$ cat src/rtl/rtc_pkg.sv
package rtc_pkg;
    localparam int REG_BYTES  = 64;
    localparam int ADDR_W     = $clog2(REG_BYTES);
    localparam int TIME_BYTES = 7;
    localparam int CTRL_ADDR  = 7;
    localparam int NVM_BASE   = 8;
    localparam int NVM_BYTES  = REG_BYTES - NVM_BASE;

    localparam logic [7:0] CTRL_KEEP = 8'hB3;
    localparam int         OSF_BIT   = 5;

    // One BCD step on a two-digit value.
    function automatic logic [7:0] bcd_inc(input logic [7:0] v);
        if (v[3:0] >= 4'd9) return {v[7:4] + 4'd1, 4'd0};
        return {v[7:4], v[3:0] + 4'd1};
    endfunction

    function automatic logic leap_bcd(input logic [7:0] yr);
        if (!yr[4]) return (yr[3:0] == 4'd0) || (yr[3:0] == 4'd4) || (yr[3:0] == 4'd8);
        return (yr[3:0] == 4'd2) || (yr[3:0] == 4'd6);
    endfunction

    function automatic logic [7:0] month_len(input logic [4:0] mon, input logic [7:0] yr);
        case (mon)
            5'h02:                      return leap_bcd(yr) ? 8'h29 : 8'h28;
            5'h04, 5'h06, 5'h09, 5'h11: return 8'h30;
            default:                    return 8'h31;
        endcase
    endfunction
endpackage

$ cat src/rtl/rtc_ptr.sv
module rtc_ptr
    import rtc_pkg::*;
(
    input  logic              clk,
    input  logic              rst_n,
    input  logic              wr_start,
    input  logic              wr_valid,
    input  logic [7:0]        wr_data,
    input  logic              rd_req,
    output logic [ADDR_W-1:0] ptr,
    output logic              data_we,
    output logic              rd_go
);
    typedef struct packed {
        logic [ADDR_W-1:0] ptr;
        logic              want_addr;
    } ptr_state_t;

    ptr_state_t st_d, st_q;
    logic       addr_now;

    always_comb begin
        st_d     = st_q;
        addr_now = wr_start || st_q.want_addr;
        data_we  = wr_valid && !addr_now;
        rd_go    = rd_req && !wr_valid;
        if (wr_valid && addr_now) begin
            st_d.ptr       = wr_data[ADDR_W-1:0];
            st_d.want_addr = 1'b0;
        end else if (wr_valid || rd_go) begin
            st_d.ptr = st_q.ptr + 1'b1;
        end else if (wr_start) begin
            st_d.want_addr = 1'b1;
        end
    end

    always_ff @(posedge clk) begin
        if (!rst_n) st_q <= '0;
        else        st_q <= st_d;
    end

    assign ptr = st_q.ptr;

    AST_PTR_WRAP: assert property (@(posedge clk) disable iff (!rst_n)
        ((data_we || rd_go) && st_q.ptr == ADDR_W'(REG_BYTES - 1)) |=> (ptr == '0));
    AST_PTR_STEP: assert property (@(posedge clk) disable iff (!rst_n)
        (rd_go && !wr_start && !st_q.want_addr) |=> (ptr == $past(ptr) + 1'b1));
endmodule

$ cat src/rtl/rtc_timekeeper.sv
module rtc_timekeeper
    import rtc_pkg::*;
#(
    parameter int TICKS_PER_SEC = 1
) (
    input  logic       clk,
    input  logic       rst_n,
    input  logic       tick,
    input  logic       we,
    input  logic [2:0] waddr,
    input  logic [7:0] wdata,
    input  logic [2:0] raddr,
    output logic [7:0] rbyte
);
    localparam int PH_W = (TICKS_PER_SEC > 1) ? $clog2(TICKS_PER_SEC) : 1;
    localparam logic [PH_W-1:0] PH_LAST = PH_W'(TICKS_PER_SEC - 1);

    typedef struct packed {
        logic [7:0]      sec;   // bit 7 halt
        logic [6:0]      min;
        logic [4:0]      hour;  // binary 0..23
        logic            h12;
        logic [2:0]      dow;
        logic [5:0]      date;
        logic [4:0]      mon;
        logic [7:0]      year;
        logic [PH_W-1:0] phase;
    } tk_state_t;

    tk_state_t st_d, st_q;
    logic      time_we, adv, roll_s, roll_m, roll_h, roll_d, roll_mo;
    logic [7:0] dim;

    function automatic logic [7:0] hour_to_bcd(input logic [4:0] h);
        if (h >= 5'd20) return {4'd2, 4'(h - 5'd20)};
        if (h >= 5'd10) return {4'd1, 4'(h - 5'd10)};
        return {4'd0, h[3:0]};
    endfunction

    function automatic logic [7:0] hour_byte(input logic [4:0] h, input logic mode12);
        if (!mode12)       return hour_to_bcd(h);
        if (h == 5'd0)     return 8'h72;
        if (h <= 5'd12)    return 8'h40 | hour_to_bcd(h);
        return 8'h60 | hour_to_bcd(h - 5'd12);
    endfunction

    function automatic logic [4:0] hour_decode(input logic [7:0] b);
        logic [5:0] t;
        if (b[6]) begin
            t = 6'(b[4]) * 6'd10 + 6'(b[3:0]);
            if (b[5]) t = t + 6'd12;
            if (t == 6'd24) t = 6'd0;
        end else begin
            t = 6'(b[5:4]) * 6'd10 + 6'(b[3:0]);
        end
        return t[4:0];
    endfunction

    always_comb begin
        st_d    = st_q;
        time_we = we && (waddr < 3'(TIME_BYTES));
        adv     = 1'b0;
        dim     = month_len(st_q.mon, st_q.year);
        roll_s  = st_q.sec[6:0] >= 7'h59;
        roll_m  = st_q.min >= 7'h59;
        roll_h  = st_q.hour >= 5'd23;
        roll_d  = {2'b00, st_q.date} >= dim;
        roll_mo = st_q.mon >= 5'h12;

        if (tick && !st_q.sec[7] && !time_we) begin
            if (st_q.phase == PH_LAST) begin
                st_d.phase = '0;
                adv        = 1'b1;
            end else begin
                st_d.phase = st_q.phase + 1'b1;
            end
        end

        if (adv) begin
            st_d.sec = roll_s ? {st_q.sec[7], 7'h00} : {st_q.sec[7], bcd_inc({1'b0, st_q.sec[6:0]})[6:0]};
            if (roll_s) begin
                st_d.min = roll_m ? 7'h00 : bcd_inc({1'b0, st_q.min})[6:0];
                if (roll_m) begin
                    st_d.hour = roll_h ? 5'd0 : st_q.hour + 5'd1;
                    if (roll_h) begin
                        st_d.dow  = (st_q.dow >= 3'd7) ? 3'd1 : st_q.dow + 3'd1;
                        st_d.date = roll_d ? 6'h01 : bcd_inc({2'b00, st_q.date})[5:0];
                        if (roll_d) begin
                            st_d.mon = roll_mo ? 5'h01 : bcd_inc({3'b000, st_q.mon})[4:0];
                            if (roll_mo)
                                st_d.year = (st_q.year >= 8'h99) ? 8'h00 : bcd_inc(st_q.year);
                        end
                    end
                end
            end
        end

        if (time_we) begin
            case (waddr)
                3'd0: begin
                    st_d.sec   = wdata;
                    st_d.phase = '0;
                end
                3'd1: st_d.min  = wdata[6:0];
                3'd2: begin
                    st_d.hour = hour_decode(wdata);
                    st_d.h12  = wdata[6];
                end
                3'd3: st_d.dow  = wdata[2:0];
                3'd4: st_d.date = wdata[5:0];
                3'd5: st_d.mon  = wdata[4:0];
                default: st_d.year = wdata;
            endcase
        end
    end

    always_ff @(posedge clk) begin
        if (!rst_n) st_q <= '0;
        else        st_q <= st_d;
    end

    always_comb begin
        case (raddr)
            3'd0:    rbyte = st_q.sec;
            3'd1:    rbyte = {1'b0, st_q.min};
            3'd2:    rbyte = hour_byte(st_q.hour, st_q.h12);
            3'd3:    rbyte = {5'd0, st_q.dow};
            3'd4:    rbyte = {2'd0, st_q.date};
            3'd5:    rbyte = {3'd0, st_q.mon};
            3'd6:    rbyte = st_q.year;
            default: rbyte = 8'h00;
        endcase
    end

    AST_HALT_HOLDS: assert property (@(posedge clk) disable iff (!rst_n)
        (st_q.sec[7] && !time_we) |=> $stable(st_q.sec) && $stable(st_q.min));
    AST_MIDNIGHT_WRAP: assert property (@(posedge clk) disable iff (!rst_n)
        (adv && !time_we && st_q.hour == 5'd23 && st_q.min == 7'h59 && st_q.sec[6:0] == 7'h59)
        |=> (st_q.hour == 5'd0) && (st_q.min == 7'h00));
    AST_SEC_STEP: assert property (@(posedge clk) disable iff (!rst_n)
        (!tick && !time_we) |=> $stable(st_q.sec));
endmodule

$ cat src/rtl/rtc_ctrl_store.sv
module rtc_ctrl_store
    import rtc_pkg::*;
(
    input  logic              clk,
    input  logic              rst_n,
    input  logic              we,
    input  logic [ADDR_W-1:0] waddr,
    input  logic [7:0]        wdata,
    input  logic              osc_fail,
    input  logic [ADDR_W-1:0] raddr,
    output logic [7:0]        rbyte
);
    typedef struct packed {
        logic [7:0] ctrl;
    } ctl_state_t;

    ctl_state_t st_d, st_q;
    logic [7:0] mem_q [NVM_BYTES];
    logic       ctrl_we, nvm_we;
    logic [ADDR_W-1:0] widx, ridx;

    assign ctrl_we = we && (waddr == ADDR_W'(CTRL_ADDR));
    assign nvm_we  = we && (waddr >= ADDR_W'(NVM_BASE));
    assign widx    = waddr - ADDR_W'(NVM_BASE);
    assign ridx    = raddr - ADDR_W'(NVM_BASE);

    always_comb begin
        st_d = st_q;
        if (ctrl_we) begin
            st_d.ctrl          = wdata & CTRL_KEEP;
            st_d.ctrl[OSF_BIT] = wdata[OSF_BIT] & st_q.ctrl[OSF_BIT];
        end
        if (osc_fail) st_d.ctrl[OSF_BIT] = 1'b1;
    end

    always_ff @(posedge clk) begin
        if (!rst_n) st_q <= '0;
        else        st_q <= st_d;
    end

    always_ff @(posedge clk) begin
        if (!rst_n) begin
            for (int i = 0; i < NVM_BYTES; i++) mem_q[i] <= 8'h00;
        end else if (nvm_we) begin
            mem_q[widx] <= wdata;
        end
    end

    always_comb begin
        if (raddr == ADDR_W'(CTRL_ADDR))      rbyte = st_q.ctrl;
        else if (raddr >= ADDR_W'(NVM_BASE))  rbyte = mem_q[ridx];
        else                                  rbyte = 8'h00;
    end

    AST_CTRL_MASKED: assert property (@(posedge clk) disable iff (!rst_n)
        ctrl_we |=> ((st_q.ctrl & ~CTRL_KEEP) == 8'h00));
    AST_OSF_NO_SET: assert property (@(posedge clk) disable iff (!rst_n)
        (!osc_fail && !st_q.ctrl[OSF_BIT]) |=> !st_q.ctrl[OSF_BIT]);
    AST_OSF_SET_WINS: assert property (@(posedge clk) disable iff (!rst_n)
        osc_fail |=> st_q.ctrl[OSF_BIT]);
endmodule

$ cat src/rtl/rtc_regfile.sv
module rtc_regfile
    import rtc_pkg::*;
#(
    parameter int TICKS_PER_SEC = 1
) (
    input  logic       clk,
    input  logic       rst_n,
    input  logic       wr_start,
    input  logic       wr_valid,
    input  logic [7:0] wr_data,
    input  logic       rd_req,
    output logic [7:0] rd_data,
    input  logic       tick,
    input  logic       osc_fail
);
    logic [ADDR_W-1:0] ptr;
    logic              data_we, rd_go;
    logic [7:0]        tk_byte, cs_byte, rd_d, rd_q;

    rtc_ptr u_ptr (
        .clk(clk), .rst_n(rst_n), .wr_start(wr_start), .wr_valid(wr_valid),
        .wr_data(wr_data), .rd_req(rd_req), .ptr(ptr), .data_we(data_we), .rd_go(rd_go)
    );

    rtc_timekeeper #(.TICKS_PER_SEC(TICKS_PER_SEC)) u_time (
        .clk(clk), .rst_n(rst_n), .tick(tick),
        .we(data_we && (ptr < ADDR_W'(TIME_BYTES))), .waddr(ptr[2:0]), .wdata(wr_data),
        .raddr(ptr[2:0]), .rbyte(tk_byte)
    );

    rtc_ctrl_store u_store (
        .clk(clk), .rst_n(rst_n), .we(data_we), .waddr(ptr), .wdata(wr_data),
        .osc_fail(osc_fail), .raddr(ptr), .rbyte(cs_byte)
    );

    always_comb begin
        rd_d = rd_q;
        if (rd_go) rd_d = (ptr < ADDR_W'(TIME_BYTES)) ? tk_byte : cs_byte;
    end

    always_ff @(posedge clk) begin
        if (!rst_n) rd_q <= 8'h00;
        else        rd_q <= rd_d;
    end

    assign rd_data = rd_q;

    AST_RD_HOLD: assert property (@(posedge clk) disable iff (!rst_n)
        !rd_go |=> $stable(rd_data));
endmodule

$ cat config.mk
export PLATFORM = sky130hd
export DESIGN_NAME = rtc_regfile
export DESIGN_NICKNAME = d
export VERILOG_FILES = /design/src/rtl/rtc_pkg.sv /design/src/rtl/rtc_ptr.sv /design/src/rtl/rtc_timekeeper.sv /design/src/rtl/rtc_ctrl_store.sv /design/src/rtl/rtc_regfile.sv
export SDC_FILE = /design/constraint.sdc
export NUM_CORES = 1
export LEC_CHECK = 0
export BUFFER_PORTS_ARGS = -buffer_cell sky130_fd_sc_hd__buf_4
export CAP_MARGIN = 0
export CORE_MARGIN = 4
export CORE_UTILIZATION = 58
export CTS_CLUSTER_DIAMETER = 50
export DETAILED_ROUTE_END_ITERATION = 12
export GPL_TIMING_DRIVEN = 1
export PLACE_DENSITY = 0.77
export SETUP_SLACK_MARGIN = 0.5
export SYNTH_ARGS = -nofsm -noshare
export SYNTH_HDL_FRONTEND = slang
export SYNTH_SLANG_ARGS = --single-unit
$ cat constraint.sdc
create_clock -name clk -period 3.2 [get_ports clk]
set_input_delay 0 -clock clk [delete_from_list [all_inputs] [get_ports clk]]
set_output_delay 0 -clock clk [all_outputs]
set_load 0.01 [all_outputs]
Word-level counts from Yosys, hierarchy flattened:

Memories as Yosys holds them, arrays and structs flattened.
Index checks and enable logic that the tools add are counted.

* register bits after elaboration: 64
* memory bits (writable): 448
* input port bits: 15
* memories kept: 1

* add/sub/neg operators: 23
* multipliers: 2
* magnitude comparators: 20
* eq/ne operators: 17
* mux-type cells: 144
* bitwise logic cells: 3
* reduce and logical (&&, ||, !) cells: 29

Memory list
* u_store.mem_q: words 56, bits a word 8, rd ports 1, clocked after Yosys merged registers in 0, wr ports 56, RTL line rtc_ctrl_store.sv:18 `logic [7:0] mem_q [NVM_BYTES];`

Operators by type and width (number)
* 8-bit two-way mux: 26
* 22-bit two-way mux: 4
* 1-bit two-way mux: 78
* 6-bit two-way mux: 12
* 7-bit two-way mux: 8
* 8-bit case mux with 7 select lines: 1
* 44-bit two-way mux: 1
* 5-bit two-way mux: 8
* 4-bit by 1-bit adder with 4-bit output (second input constant): 6
* 4-bit greater-or-equal comparator (second input constant): 5
* 5-bit greater-or-equal comparator (second input constant): 4
* 19-bit two-way mux: 1
* 8-bit case mux with 2 select lines: 1
* 7-bit greater-or-equal comparator (second input constant): 2
* 13-bit two-way mux: 1
* 12-bit two-way mux: 1
* 5-bit by 3-bit == test with 1-bit output (second input constant): 2
* 5-bit by 4-bit greater-or-equal comparator with 1-bit output (second input constant): 2
* 3-bit by 1-bit adder with 3-bit output (second input constant): 3
* 3-bit == test (second input constant): 3
* 1-bit logical AND: 9
* 4-bit by 3-bit == test with 1-bit output (second input constant): 2
* 6-bit by 8-bit greater-or-equal comparator with 1-bit output: 1
* 8-bit greater-or-equal comparator (second input constant): 1
* other kinds (41): 56

Longest topological paths before layout:

* depth after elaboration: 24
* depth in mapped cells: 15
* mapped depth without buffers: 14

Modules after synthesis:

A second synthesis with hierarchy kept.

* cells, all modules: 2238
* area, all modules: 28841.4 um^2

Modules (own cells, without submodules)
* rtc_ctrl_store: times used 1, cells each 1552, area an instance 23681.5 um^2, seq. area each 15474.8 um^2
* rtc_timekeeper: times used 1, cells each 573, area an instance 4241.6 um^2, seq. area each 880.8 um^2
* rtc_ptr: times used 1, cells each 57, area an instance 467.9 um^2, seq. area each 140.1 um^2
* rtc_regfile: times used 1, cells each 56, area an instance 450.4 um^2, seq. area each 160.2 um^2

Worst setup path after synthesis:

OpenSTA, ideal clock, no wires.

* kind: register -> register
* start point: reg u_time.st_q[10] (netlist name)
* end point: reg u_time.st_q[11] (netlist name)
* library setup time: 88 ps
* data arrival time: 3151 ps
* data required time: 3112 ps
* path slack: -40 ps
* cell stages (with the launch flop): 14
* period minus slack after synthesis: 3240 ps
* cells stage by stage: dfxtp_1 > ha_1 > nor4b_1 > o221ai_1 > o21ai_0 > a31oi_1 > ha_1 > or4b_1 > a211oi_2 > nor2_2 > and3_4 > buf_6 > a21bo_1 > a311oi_2

* longest elaborated chain between the ends: 16
* elaborated cells on any way between the ends: 26
* those cells by class: add/sub: 1; order compare: 3; eq/ne: 5; mux: 16; reduce/logical: 1

RTL lines
* from (decl): RTL line rtc_timekeeper.sv:30 `tk_state_t st_d, st_q;`
* from (signal assigned): RTL line rtc_timekeeper.sv:119 `else st_q <= st_d;`
* 4-bit greater-or-equal comparator: RTL line rtc_pkg.sv:14 `if (v[3:0] >= 4'd9) return {v[7:4] + 4'd1, 4'd0};`
* 1-bit two-way mux: RTL line rtc_pkg.sv:14
* 1-bit two-way mux: RTL line rtc_timekeeper.sv:88 `if (roll_d) begin`
* 1-bit two-way mux: RTL line rtc_timekeeper.sv:85 `if (roll_h) begin`
* 1-bit two-way mux: RTL line rtc_timekeeper.sv:83 `if (roll_m) begin`
* 1-bit two-way mux: RTL line rtc_timekeeper.sv:81 `if (roll_s) begin`
* 1-bit two-way mux: RTL line rtc_timekeeper.sv:79 `if (adv) begin`
* 5-bit two-way mux: RTL line rtc_pkg.sv:15 `return {v[7:4], v[3:0] + 4'd1};`
* 5-bit two-way mux: RTL line rtc_timekeeper.sv:89 `st_d.mon = roll_mo ? 5'h01 : bcd_inc({3'b000, st_q.mon})[4:0];`
* 13-bit two-way mux (*): RTL line rtc_timekeeper.sv:88
* 22-bit two-way mux (*): RTL line rtc_timekeeper.sv:85
* 22-bit two-way mux (*): RTL line rtc_timekeeper.sv:83
* 22-bit two-way mux (*): RTL line rtc_timekeeper.sv:81
* 22-bit two-way mux (*): RTL line rtc_timekeeper.sv:79
* 5-bit two-way mux: RTL line rtc_timekeeper.sv:99 `case (waddr)`
* 44-bit two-way mux (*): RTL line rtc_timekeeper.sv:98 `if (time_we) begin`

Mark *: on every way between the ends. The rest lies on a longest branch, timed or not. The select of a mux whose other input is x is not followed.
A chain may end at the register's enable or synchronous reset.

Final worst setup path:

* start point: reg u_time.st_q[1] (netlist name)
* end point: reg u_time.st_q[11] (netlist name)

* longest elaborated chain between the ends: 16
* elaborated cells on any way between the ends: 21
* those cells by class: order compare: 1; eq/ne: 4; mux: 12; reduce/logical: 4

RTL lines
* 4-bit by 3-bit == test with 1-bit output / 4-bit zero test (equally long branches): RTL line rtc_pkg.sv:19 `if (!yr[4]) return (yr[3:0] == 4'd0) || (yr[3:0] == 4'd4) || (yr[3:0] == 4'd8);`
* 1-bit logical OR (2 in a row): RTL line rtc_pkg.sv:19
* 1-bit two-way mux: RTL line rtc_pkg.sv:19
* 1-bit two-way mux (*): RTL line rtc_pkg.sv:20 `return (yr[3:0] == 4'd2) || (yr[3:0] == 4'd6);`
* 1-bit two-way mux (*): RTL line rtc_pkg.sv:24 `case (mon)`
* 1-bit two-way mux (*): RTL line rtc_pkg.sv:25 `5'h02: return leap_bcd(yr) ? 8'h29 : 8'h28;`
* 8-bit case mux with 2 select lines (*): RTL line rtc_pkg.sv:24
* 6-bit by 8-bit greater-or-equal comparator with 1-bit output (*): RTL line rtc_timekeeper.sv:67 `roll_d = {2'b00, st_q.date} >= dim;`
* 13-bit two-way mux (*): RTL line rtc_timekeeper.sv:88
* 22-bit two-way mux (*): RTL line rtc_timekeeper.sv:85
* 22-bit two-way mux (*): RTL line rtc_timekeeper.sv:83
* 22-bit two-way mux (*): RTL line rtc_timekeeper.sv:81
* 22-bit two-way mux (*): RTL line rtc_timekeeper.sv:79
* 5-bit two-way mux: RTL line rtc_timekeeper.sv:99
* 44-bit two-way mux (*): RTL line rtc_timekeeper.sv:98

Marked as above.

==> results.txt <==
- Met2 Track Usage GR: 0.454
- Between clock sinks in the finished design, the worst skew comes to 0.0217 ns.
- Fraction of registers with async set or reset after synthesis: 0
- In the final routed layout, each cell accounts on average for ~26 um.
* Area inside the core boundary: between 0.04 and 0.05 sq mm
- Most repeated cell in the gate-level netlist after synthesis: sky130_fd_sc_hd__edfxtp_1
- Fin util: 0.672
* First DRT Iteration DRCs: around 2,600
* Grt ovf: 0
- The first TritonRoute pass finished after 6 iterations.
* Count of yosys warnings during synthesis: 0
- In this run the deepest clock path goes through 3 buffers.
- For this run, the total global-route usage over all layers was measured as 0.278.
* Launching element of the worst setup path: u_time.st_q[1]
- Hold Path Origin: osc_fail
* Level count of the clock H-tree: 2
- The number of antenna diodes in the final layout is 0.
* Maximum fanout count along the critical path: 5
- For this configuration, the core starts out at a cell density of 0.588.
- The worst-case IR drop observed on VDD is between 400 and 500 uV.
* GR Layer Usage met1: 0.381
- Vias per std cell: 6.63
- Setup TNS: 0 ns
- After technology mapping, the gate count stands at about 2,100.
* Pin count of the biggest net entering global routing: 73
- Clock tree synthesis inserted a total of 60 buffers.
- Top cells by area, synth: sky130_fd_sc_hd__edfxtp_1 (55%), sky130_fd_sc_hd__mux4_2 (10%), sky130_fd_sc_hd__and2_1 (7.6%)
- Number of cell instances on the worst register-to-register path: 14
- From synthesis to final layout, the design area changed by 14.3%.
* Vias in the first global route: 18,900
* Floorplan die area: 0.0522 sq mm
* Overall routed net length: between 70,000 and 80,000 um
- After synthesis, the netlist uses between 80 and 90 different library cells.
- Sum of net half-perimeters after detailed placement: approximately 47,000 um
- The root buffer cell chosen for the clock tree is sky130_fd_sc_hd__clkbuf_16.
* Number of register bits inferred by synthesis: about 580
* Max transition margin: 0.391
- Result of the run: finished, final reports clean
- P_leak: between 10 and 15 nW
- Count of input and output buffers: 22
- Hold violation count in the final report: 0
- Data on the critical path arrives at its endpoint at approximately 3.5 ns.
- Post-synthesis net count: between 2,000 and 2,500
- Least-Margin Pin Slew: 0.914 ns
* Share of synthesized area occupied by flip-flops and latches: 0.591
- The number of antenna violations at the first check in global routing is 1.
* Critical path type: reg2reg
* Endpoints failing setup: 0
* Clock latency at the later pin of the worst-skew pair: about 0.63 ns
* Clock tree from TritonCTS: done
- Timing would allow up to 334 MHz.
* Final critical path time including I/O delays and setup: between 2 and 3 ns
* Global-route met3 utilization: 0.0550
- Dividing total power by cell area gives a power density of roughly 540 mW/mm^2.
- Routability-driven placement finished with a final weighted congestion of 0.943.
- Clock Pin Slew Worst Setup and Hold Paths: about 0.06 ns
- First-pass GRT wire length: between 100,000 and 150,000 um
* Max_cap viols: 0
- Counting flops with a built-in enable in the synthesized netlist gives ~510.
- Remaining antenna violation count after routing: 0
- The worst setup path is captured at a register.
- The share of synthesized area in the top cell type comes to 0.545.
- RSZ-0062 raised after global routing: true
* Final standard cell count with taps included and fillers excluded: 2,874
* Number of I/O pins: 23
* Avg Inst Size Synth: between 10 and 15 sq um
- The worst setup path is launched from a register.
- Fill cells in the final layout number between 3,000 and 4,000.
- Final period utilization: 0.935
- The worst hold path belongs to the class in2reg.
* Dominant register cell in the synthesized netlist: sky130_fd_sc_hd__edfxtp_1
- Final number of max-transition violations: 0
- Top post-synthesis cells by count: sky130_fd_sc_hd__edfxtp_1 (512), sky130_fd_sc_hd__and2_1 (342), sky130_fd_sc_hd__nor3_1 (129), sky130_fd_sc_hd__mux4_2 (128), sky130_fd_sc_hd__nor2_1 (118)
- Hold Slack: around 0.15 ns
- Number of cells on the worst hold path: 4
* Inst Count DP: around 2,700
- Number of cell rows: 80
* Sinks on the clock net: ~580
- Crit Reg-Reg Startpoint: u_time.st_q[1]
- Worst setup margin: roughly 0.21 ns
- Horizontal extent of the die: 229 um
- Post-synth design cell area: about 0.028 sq mm
- Number of nets in the finished design: ~2,300
- In the routed design, unresolved DRC markers number 0.
* Placement Setup Slack: approximately 0.15 ns
- Most Crowded Layer GR: met2
- At the worst endpoint, the required time is between 3 and 4 ns.
- Yosys top cell by area: sky130_fd_sc_hd__edfxtp_1
* Overall die height: around 230 um
- In the final layout, the share of cells above drive strength 1 is 0.221.
- DR vias: 19,100
[per-stage QoR]
step,power (mW),cell area [sq um]
finish,17.5,32200
global route,18.0,32200
CTS,17.5,32000
detailed placement,10.4,29700
global placement,10.3,29700
floorplan,9.74,28300
[layout make-up]
class / count / area [sq um] / area share
sequential: 576 / 16700 / 0.517
multi-input combinational: 1338 / 10900 / 0.339
timing repair buffer: 191 / 1700 / 0.0527
clock buffer: 72 / 1570 / 0.0486
tap: 615 / 769 / 0.0239
clock inverter: 41 / 437 / 0.0135
inverter: 41 / 161 / 0.00501
[sequential cells by signal, summed over array words and instances, names as in the netlist]
signal         cells
u_time.st_q       44
rd_data            8
u_store.st_q       5
u_store.mem_q    512
u_ptr.st_q         1
u_ptr.ptr          6
[placed cells by master (no fill, tap or decap), drive strengths merged, types with 51 or more instances in the layout]
| cell | instances |
|---|---|
| clkbuf | 72 |
| dfxtp | 64 |
| mux2i | 51 |
| buf | 176 |
| mux4 | 128 |
| nor2 | 126 |
| edfxtp | 512 |
| ha | 52 |
| o21ai | 118 |
| nand2 | 60 |
| and2 | 343 |
| nor3 | 132 |
[path summary, 6_finish.rpt]
check / end / slack (ns)
worst max-delay path: u_time.st_q[11] / 0.21
worst min register to register: u_time.st_q[0] / 0.48
worst max register to register: u_time.st_q[11] / 0.21
worst min-delay path: u_store.st_q[5] / 0.15
[repair_timing]
| action | in CTS | in global routing |
|---|---|---|
| endpoints found under the setup margin | 33 | 238 |
| resized for setup | 15 | 45 |
| hold buffers | 15 | 0 |
| endpoints found under the hold margin | 101 | 0 |
| pin swaps | 15 | 10 |
| gates cloned | 1 | 0 |
| setup buffers | 12 | 7 |
[worst max-delay path: stages (launching register included)]
cell and delay [ns]:
sky130_fd_sc_hd__dfxtp_4 0.36, sky130_fd_sc_hd__inv_4 0.07, sky130_fd_sc_hd__ha_4 0.12, sky130_fd_sc_hd__nand2b_1 0.07, sky130_fd_sc_hd__a21boi_2 0.16, sky130_fd_sc_hd__o221ai_2 0.13, sky130_fd_sc_hd__o21ai_1 0.09, sky130_fd_sc_hd__a31oi_1 0.15
sky130_fd_sc_hd__ha_1 0.25, sky130_fd_sc_hd__or4b_4 0.50, sky130_fd_sc_hd__a211oi_4 0.30, sky130_fd_sc_hd__nor2_4 0.09, sky130_fd_sc_hd__and3_4 0.23, sky130_fd_sc_hd__a21bo_1 0.20, sky130_fd_sc_hd__a311oi_2 0.18
[per-layer routing]
metal | wire, um | part of all wire
met5 | 13 | 0.00018
met4 | 2440 | 0.033
met3 | 7850 | 0.11
met2 | 35300 | 0.48
met1 | 27800 | 0.38
[logic make-up after synthesis]
| family | Yosys count | share of synthesized area |
|---|---|---|
| adders and majority gates | 53 | 0.0238 |
| xor gates and xnor gates | 8 | 0.00248 |
| buffers and inverters | 216 | 0.0339 |
| and+or+nand+nor | 757 | 0.148 |
| AOI/OAI and AO/OA | 338 | 0.0799 |
| DFF | 576 | 0.591 |
| muxes | 181 | 0.121 |
[where the power goes]
| part | switching [mW] | internal [mW] | total [mW] |
|---|---|---|---|
| registers | 0.130 | 8.39 | 8.51 |
| clock network | 3.03 | 4.09 | 7.12 |
| logic | 1.10 | 0.745 | 1.84 |
No activity file was read; power rests on OpenSTA's default activity.
